`src/rtl/cap_pkg.sv`:
```
package cap_pkg;
  typedef enum logic [3:0] {
    MODE_OFF    = 4'b0000,
    MODE_FALL   = 4'b0100,
    MODE_RISE   = 4'b0101,
    MODE_DIV_LO = 4'b0110,
    MODE_DIV_HI = 4'b0111
  } cap_mode_e;

  localparam int unsigned MODE_W    = 4;
  localparam int unsigned ADDR_CTRL = 0;
  localparam int unsigned ADDR_FLAG = 1;
  localparam int unsigned ADDR_CAP0 = 2;

  function automatic logic mode_is_capture(input logic [MODE_W-1:0] m);
    return m[3:2] == 2'b01;
  endfunction
endpackage

```
`src/rtl/cap_rst_sync.sv`:
```
module cap_rst_sync #(
  parameter int unsigned STAGES = 2
) (
  input  logic clk,
  input  logic rst_n,
  output logic rst_sync_n
);
  logic [STAGES-1:0] chain_q, chain_d;

  always_comb begin
    chain_d = {chain_q[STAGES-2:0], 1'b1};
  end

  always_ff @(posedge clk or negedge rst_n) begin
    if (!rst_n) chain_q <= '0;
    else        chain_q <= chain_d;
  end

  assign rst_sync_n = chain_q[STAGES-1];
endmodule

```
`src/rtl/cap_edge_detect.sv`:
```
module cap_edge_detect #(
  parameter int unsigned STAGES = 2
) (
  input  logic clk,
  input  logic rst_n,
  input  logic pin_i,
  output logic rise_o,
  output logic fall_o
);
  // sync stages plus one history flop
  logic [STAGES:0] sh_q, sh_d;
  logic            level, prev;

  always_comb begin
    sh_d = {sh_q[STAGES-1:0], pin_i};
  end

  always_ff @(posedge clk or negedge rst_n) begin
    if (!rst_n) sh_q <= '0;
    else        sh_q <= sh_d;
  end

  assign level  = sh_q[STAGES-1];
  assign prev   = sh_q[STAGES];
  assign rise_o = level & ~prev;
  assign fall_o = ~level & prev;
endmodule

```
`src/rtl/cap_prescaler.sv`:
```
module cap_prescaler
  import cap_pkg::*;
#(
  parameter int unsigned RATIO_LO = 4,
  parameter int unsigned RATIO_HI = 16,
  localparam int unsigned PSC_W   = $clog2(RATIO_HI)
) (
  input  logic              clk,
  input  logic              rst_n,
  input  logic [MODE_W-1:0] mode_i,
  input  logic              rise_i,
  input  logic              fall_i,
  output logic              fire_o,
  output logic [PSC_W-1:0]  count_o
);
  logic [PSC_W-1:0] count_q, count_d;
  logic             count_en;
  logic [PSC_W:0]   inc;
  logic [PSC_W:0]   ratio;

  always_comb begin
    inc      = {1'b0, count_q} + 1'b1;
    ratio    = (mode_i == MODE_DIV_HI) ? (PSC_W+1)'(RATIO_HI) : (PSC_W+1)'(RATIO_LO);
    fire_o   = 1'b0;
    count_en = 1'b0;
    count_d  = count_q;
    case (mode_i)
      MODE_FALL: fire_o = fall_i;
      MODE_RISE: fire_o = rise_i;
      MODE_DIV_LO, MODE_DIV_HI: begin
        if (rise_i) begin
          count_en = 1'b1;
          if (inc >= ratio) begin
            fire_o  = 1'b1;
            count_d = '0;
          end else begin
            count_d = inc[PSC_W-1:0];
          end
        end
      end
      default: begin
        count_en = 1'b1;
        count_d  = '0;
      end
    endcase
  end

  always_ff @(posedge clk or negedge rst_n) begin
    if (!rst_n)        count_q <= '0;
    else if (count_en) count_q <= count_d;
  end

  assign count_o = count_q;
endmodule

```
`src/rtl/cap_regs.sv`:
```
module cap_regs
  import cap_pkg::*;
#(
  parameter int unsigned TW = 16,
  parameter int unsigned DW = 8,
  localparam int unsigned NB     = TW / DW,
  localparam int unsigned AW     = $clog2(ADDR_CAP0 + NB),
  localparam int unsigned CTRL_W = MODE_W + 1
) (
  input  logic              clk,
  input  logic              rst_n,
  input  logic              wr_en_i,
  input  logic [AW-1:0]     wr_addr_i,
  input  logic [DW-1:0]     wr_data_i,
  input  logic [AW-1:0]     rd_addr_i,
  output logic [DW-1:0]     rd_data_o,
  input  logic              fire_i,
  input  logic [TW-1:0]     timer_a_i,
  input  logic [TW-1:0]     timer_b_i,
  output logic [MODE_W-1:0] mode_o,
  output logic              src_o,
  output logic              flag_o,
  output logic [TW-1:0]     cap_o
);
  logic [CTRL_W-1:0] ctrl_q, ctrl_d;
  logic              ctrl_en;
  logic              flag_q, flag_d;
  logic [TW-1:0]     cap_q, cap_d;
  logic              flag_clr;
  logic [DW-1:0]     cap_bytes [NB];
  logic              unused_wr_bits;

  assign unused_wr_bits = ^wr_data_i[DW-1:CTRL_W];

  always_comb begin
    ctrl_en  = wr_en_i && (wr_addr_i == AW'(ADDR_CTRL));
    ctrl_d   = wr_data_i[CTRL_W-1:0];
    flag_clr = wr_en_i && (wr_addr_i == AW'(ADDR_FLAG)) && !wr_data_i[0];
    cap_d    = ctrl_q[MODE_W] ? timer_b_i : timer_a_i;
    if (fire_i)        flag_d = 1'b1;
    else if (flag_clr) flag_d = 1'b0;
    else               flag_d = flag_q;
  end

  always_ff @(posedge clk or negedge rst_n) begin
    if (!rst_n) begin
      ctrl_q <= '0;
      flag_q <= 1'b0;
      cap_q  <= '0;
    end else begin
      if (ctrl_en) ctrl_q <= ctrl_d;
      flag_q <= flag_d;
      if (fire_i)  cap_q  <= cap_d;
    end
  end

  for (genvar g = 0; g < NB; g++) begin : g_bytes
    assign cap_bytes[g] = cap_q[g*DW +: DW];
  end

  always_comb begin
    rd_data_o = '0;
    if (rd_addr_i == AW'(ADDR_CTRL)) rd_data_o = DW'(ctrl_q);
    if (rd_addr_i == AW'(ADDR_FLAG)) rd_data_o = DW'(flag_q);
    for (int i = 0; i < NB; i++) begin
      if (rd_addr_i == AW'(ADDR_CAP0 + i)) rd_data_o = cap_bytes[i];
    end
  end

  assign mode_o = ctrl_q[MODE_W-1:0];
  assign src_o  = ctrl_q[MODE_W];
  assign flag_o = flag_q;
  assign cap_o  = cap_q;
endmodule

```
`src/rtl/edge_capture_unit.sv`:
```
module edge_capture_unit
  import cap_pkg::*;
#(
  parameter int unsigned TW          = 16,
  parameter int unsigned DW          = 8,
  parameter int unsigned SYNC_STAGES = 2,
  parameter int unsigned RATIO_LO    = 4,
  parameter int unsigned RATIO_HI    = 16,
  localparam int unsigned AW    = $clog2(ADDR_CAP0 + TW / DW),
  localparam int unsigned PSC_W = $clog2(RATIO_HI)
) (
  input  logic          clk,
  input  logic          rst_n,
  input  logic          pin_i,
  input  logic [TW-1:0] timer_a_i,
  input  logic [TW-1:0] timer_b_i,
  input  logic          wr_en_i,
  input  logic [AW-1:0] wr_addr_i,
  input  logic [DW-1:0] wr_data_i,
  input  logic [AW-1:0] rd_addr_i,
  output logic [DW-1:0] rd_data_o,
  output logic          irq_o
);
  logic              rst_sync_n;
  logic              rise, fall, fire;
  logic [MODE_W-1:0] mode;
  logic              src;
  logic              flag;
  logic [TW-1:0]     cap;
  logic [PSC_W-1:0]  psc_count;

  cap_rst_sync #(.STAGES(2)) rst_i (
    .clk(clk), .rst_n(rst_n), .rst_sync_n(rst_sync_n)
  );

  cap_edge_detect #(.STAGES(SYNC_STAGES)) edge_i (
    .clk(clk), .rst_n(rst_sync_n), .pin_i(pin_i),
    .rise_o(rise), .fall_o(fall)
  );

  cap_prescaler #(.RATIO_LO(RATIO_LO), .RATIO_HI(RATIO_HI)) psc_i (
    .clk(clk), .rst_n(rst_sync_n), .mode_i(mode),
    .rise_i(rise), .fall_i(fall), .fire_o(fire), .count_o(psc_count)
  );

  cap_regs #(.TW(TW), .DW(DW)) regs_i (
    .clk(clk), .rst_n(rst_sync_n),
    .wr_en_i(wr_en_i), .wr_addr_i(wr_addr_i), .wr_data_i(wr_data_i),
    .rd_addr_i(rd_addr_i), .rd_data_o(rd_data_o),
    .fire_i(fire), .timer_a_i(timer_a_i), .timer_b_i(timer_b_i),
    .mode_o(mode), .src_o(src), .flag_o(flag), .cap_o(cap)
  );

  assign irq_o = flag;
endmodule

```
`config.mk`:
```
export PLATFORM = sky130hd
export DESIGN_NAME = edge_capture_unit
export DESIGN_NICKNAME = d
export VERILOG_FILES = /design/src/rtl/cap_pkg.sv /design/src/rtl/cap_rst_sync.sv /design/src/rtl/cap_edge_detect.sv /design/src/rtl/cap_prescaler.sv /design/src/rtl/cap_regs.sv /design/src/rtl/edge_capture_unit.sv
export SDC_FILE = /design/constraint.sdc
export NUM_CORES = 1
export LEC_CHECK = 0
export ABC_CLOCK_PERIOD_IN_PS = 1310
export CAP_MARGIN = 20
export CORE_AREA = 4 4 87 65
export CTS_CLUSTER_SIZE = 25
export DETAILED_ROUTE_END_ITERATION = 8
export DIE_AREA = 0 0 91 69
export PLACE_DENSITY = 0.64
export SLEW_MARGIN = 20
export SYNTH_ARGS = -nofsm -noshare
export SYNTH_HDL_FRONTEND = slang
export SYNTH_HIERARCHICAL = 1
export SYNTH_SLANG_ARGS = --single-unit
```
`constraint.sdc`:
```
create_clock -name clk -period 1.31 [get_ports clk]
set_input_delay 0.1965 -clock clk [delete_from_list [all_inputs] [get_ports clk]]
set_output_delay 0.1965 -clock clk [all_outputs]
set_load 0.05 [all_outputs]
```
==> results_dict.tcl <==
set metrics [dict create \
    outcome "complete, but fails checks" \
    violations "negative setup slack" \
    worst_ir_drop_on_vdd_mv 0.571 \
    synth_most_common_cell "dfrtp_1" \
    ff2ff_path_depth 9 \
    final.setup_skew_ns 0.00652 \
    dieArea_sq_um 6280 \
    routed_via_density 4.88 \
    fp.coreArea_sq_um 4730 \
    number_of_nets_in_the_synthesized_netlist 203 \
    sw_pwr_mw 1.54 \
    worstPathMaxFanout 8 \
    leakagePower_nw 1.25 \
    multiInputGateArea_sq_um 976 \
    r2r_start "psc_i/count_o[1]$_DFFE_PN0P_" \
    timing.final.crit_share_pct 164 \
    synth_top_area_share_pct 47.4 \
    initial_utilization_pct 34.6 \
    via_count 1474 \
    initialDrtViolationCount 37 \
    worstSetupEndpoint "regs_i/flag_o$_DFFE_PN0P_" \
    place_congestion 0.797 \
    grt_antenna_before_repair 0 \
    maxUsedRoutingLayer "met4" \
    routed-wl-met2_mm 2.18 \
    filler_cell_count 388 \
    yosys.area_share.simple_pct 14.0 \
    synth_seq_cells 31 \
    areaGrowthSynthToFinish_pct 77.2 \
    synthFlopType "dfrtp_1" \
    port_buffers 53 \
    maximum_buffer_depth_of_the_clock_tree 2 \
    die_w_um 91 \
    grt_setup_unrepaired "yes" \
    critPathLaunch "psc_i/count_o[1]$_DFFE_PN0P_" \
    total_routed_wire_length_on_the_met1_layer_mm 2.11 \
    first_pass_grt_wire_length_mm 6.79 \
    critical_path_start_type "register" \
    route.final.wire_length_mm 4.59 \
    synth-xor-area-share_pct 0.536 \
    most_area_consuming_cells_after_synthesis "dfrtp_1 (47%), mux2i_1 (12%), a21oi_1 (6.4%), mux2_2 (5.5%), nor2_1 (5.0%)" \
    ctsHtreeMaxLevel 2 \
    synth-seq-area-share_pct 47.4 \
    fin_crit_ns 2.15 \
    clkSinkCount 31 \
    postRouteAntennaNets 0 \
    setup-violations-final 26 \
    final_net_count 296 \
    dominant_combinational_cell_family_by_area_after_synthesis "multiplexers" \
    tns_ns -17.06 \
    ys.warnings.count 6 \
    internal-power_mw 2.90 \
    antennaDiodeCount 0 \
    i_o_pin_cnt 57 \
    final.hold.worst_slack_ns 0.0151 \
    synthesis.area_per_instance_sq_um 10.8 \
    grt-ovfl-total 0 \
    synth_compound_gate_area_share_pct 11.7 \
    hp-class "register to async pin" \
    synth_top_cells_by_count "dfrtp_1 (31), nor2_1 (22), a21oi_1 (21)" \
    routed_wire_length_per_instance_um 15.2 \
    clk_root_buffer_cell "clkbuf_8" \
    drt_first_pass_iters 4 \
    dp.final_hpwl_mm 3.02 \
    critPathCaptureType "register" \
    ff2ff_setup_slack_ns -0.84 \
    layout-drive-gt1-share_pct 42.4 \
    cts_buffers 5 \
    cellPowerDensity_nw_per_um2 1530 \
    synth_top_cell_by_area "dfrtp_1" \
    critPathRequiredTime_ns 1.48 \
    cts_tree "yes" \
    fp-row-count 21 \
    share_seq_of_total_power_pct 33.2 \
    vias_in_the_first_global_route 1422 \
    fmax_ghz 0.465 \
    synth_cell_type_count 33 \
    share_comb_of_total_power_pct 48.8 \
    final-seq-area_sq_um 776 \
    floorplan.die.height_um 69 \
    critPathKind "register to register" \
    synth_edf_count 0 \
    fin_ws_ns -0.839 \
    grt_start_max_net_pins 29 \
    power_switching_share_pct 34.6 \
    report.final.slew_viol_count 0 \
    placed_cells_incl_taps 278 \
    clock_power_share_pct 18.0 \
    path_clk_slew_ns 0.06 \
    drc 0 \
    timing_hold_violations_final 0 \
    post_synth_instance_area_sq_um 1640 \
    synth_adder_area_share_pct 3.06 \
    synth_cells 151 \
    grt_util_all_layers_pct 13.4 \
    post_synthesis_async_set_or_reset_flop_share_pct 100 \
    r2r-end "regs_i/flag_o$_DFFE_PN0P_" \
    finalNonFillerCells 302 \
    multiplexer_fraction_of_the_synthesized_cell_area_pct 19.4 \
    clk_latency_ns 0.28 \
    timing.max_cap.violations 0 \
    met3_wirelength_um 236 \
    worst_ep_arrival_time_ns 2.32 \
]
[state kept, by name, summed over array words and instances (netlist names)]
name           count
edge_i/sh_q        3
regs_i/ctrl_q      5
regs_i/flag_o      1
regs_i/cap_o      16
rst_i/chain_q      2
psc_i/count_o      4
[cells by family after synthesis]
| group | after synthesis |
|---|---|
| AND/OR/NAND/NOR | 45 |
| AO/OA/AOI/OAI | 31 |
| flip-flops | 31 |
| multiplexers | 29 |
| buffers and inverters | 9 |
| adder cells (fa/ha/maj) | 4 |
| other | 1 |
| XOR/XNOR | 1 |
[cell usage in the layout, fill, tap and decap left out, types with 2 or more instances in the layout]
cell / count
nor2b_2: 3
nor2_2: 4
a22o_1: 4
mux2i_1: 19
a21oi_1: 11
nand2_1: 7
mux2_4: 4
dfrtp_1: 31
buf_4: 33
buf_6: 7
mux2_2: 5
clkbuf_16: 3
clkbuf_8: 7
buf_12: 6
nor2b_1: 2
ha_2: 2
a21oi_2: 10
ha_1: 2
clkdlybuf4s50_1: 42
nor2_1: 9
nor2_4: 9
[power groups by stage]
| stage | clock [mW] | combinational, mW | sequential (mW) |
|---|---|---|---|
| floorplan | 0 | 0.955 | 1.46 |
| global placement | 0 | 1.65 | 1.43 |
| detailed placement | 0 | 1.68 | 1.44 |
| CTS | 0.834 | 1.85 | 1.42 |
| global route | 0.886 | 2.29 | 1.50 |
| finish | 0.799 | 2.17 | 1.47 |
[how the worst min path moves through the flow]
stage / startpoint / endpoint / cells past startpoint
after floorplan: rst_n / rst_i/chain_q[0]$_DFF_PN0_ / 0
after global placement: rst_i/chain_q[1]$_DFF_PN0_ / edge_i/sh_q[0]$_DFF_PN0_ / 0
after detailed placement: rst_i/chain_q[1]$_DFF_PN0_ / edge_i/sh_q[0]$_DFF_PN0_ / 0
after CTS: rst_i/chain_q[1]$_DFF_PN0_ / edge_i/sh_q[0]$_DFF_PN0_ / 0
after global routing: rst_i/chain_q[1]$_DFF_PN0_ / edge_i/sh_q[0]$_DFF_PN0_ / 0
final: rst_i/chain_q[1]$_DFF_PN0_ / edge_i/sh_q[0]$_DFF_PN0_ / 0
[metrics by stage]
| step | instance area (sq um) | total power [mW] | setup slack (ns) | util, % |
|---|---|---|---|---|
| finish | 2900 | 4.44 | -0.839 | 61.3 |
| global route | 2900 | 4.68 | -0.955 | 61.3 |
| CTS | 2680 | 4.11 | -0.759 | 56.7 |
| detailed placement | 2440 | 3.12 | -0.804 | 51.6 |
| global placement | 2440 | 3.08 | -0.737 | 51.6 |
| floorplan | 1670 | 2.41 | -0.772 | - |
[metal layers]
| layer | GRT usage [%] | up-vias |
|---|---|---|
| met2 | 21.9 | 45 |
| li1 | - | 719 |
| met3 | 3.15 | 5 |
| met1 | 17.1 | 705 |
| met5 | 0 | - |
| met4 | 5.52 | 0 |
[timing repair]
action,4_1_cts,5_1_grt
hold buffers,0,0
gates resized for setup,22,34
endpoints found under the setup margin,29,29
cloned,1,2
pin swaps,4,4
setup buffers,5,9
[critical path, cell delays in order (launching register included)]
cell       delay (ns)
dfrtp_1          0.39
ha_2             0.21
xnor2_1          0.13
ha_1             0.29
a211oi_2         0.19
a31o_2           0.20
a21oi_2          0.05
o21bai_4         0.22
clkbuf_16        0.20
a21o_1           0.16
[cell type report]
cell class	count	share of cell area (%)
Timing Repair Buffer	94	33.5
Tap cell	57	2.46
Inverter	1	0.130
Clock buffer	8	3.45
Sequential cell	31	26.8
Multi-Input combinational cell	111	33.7
No activity file was read; power rests on OpenSTA's default activity.
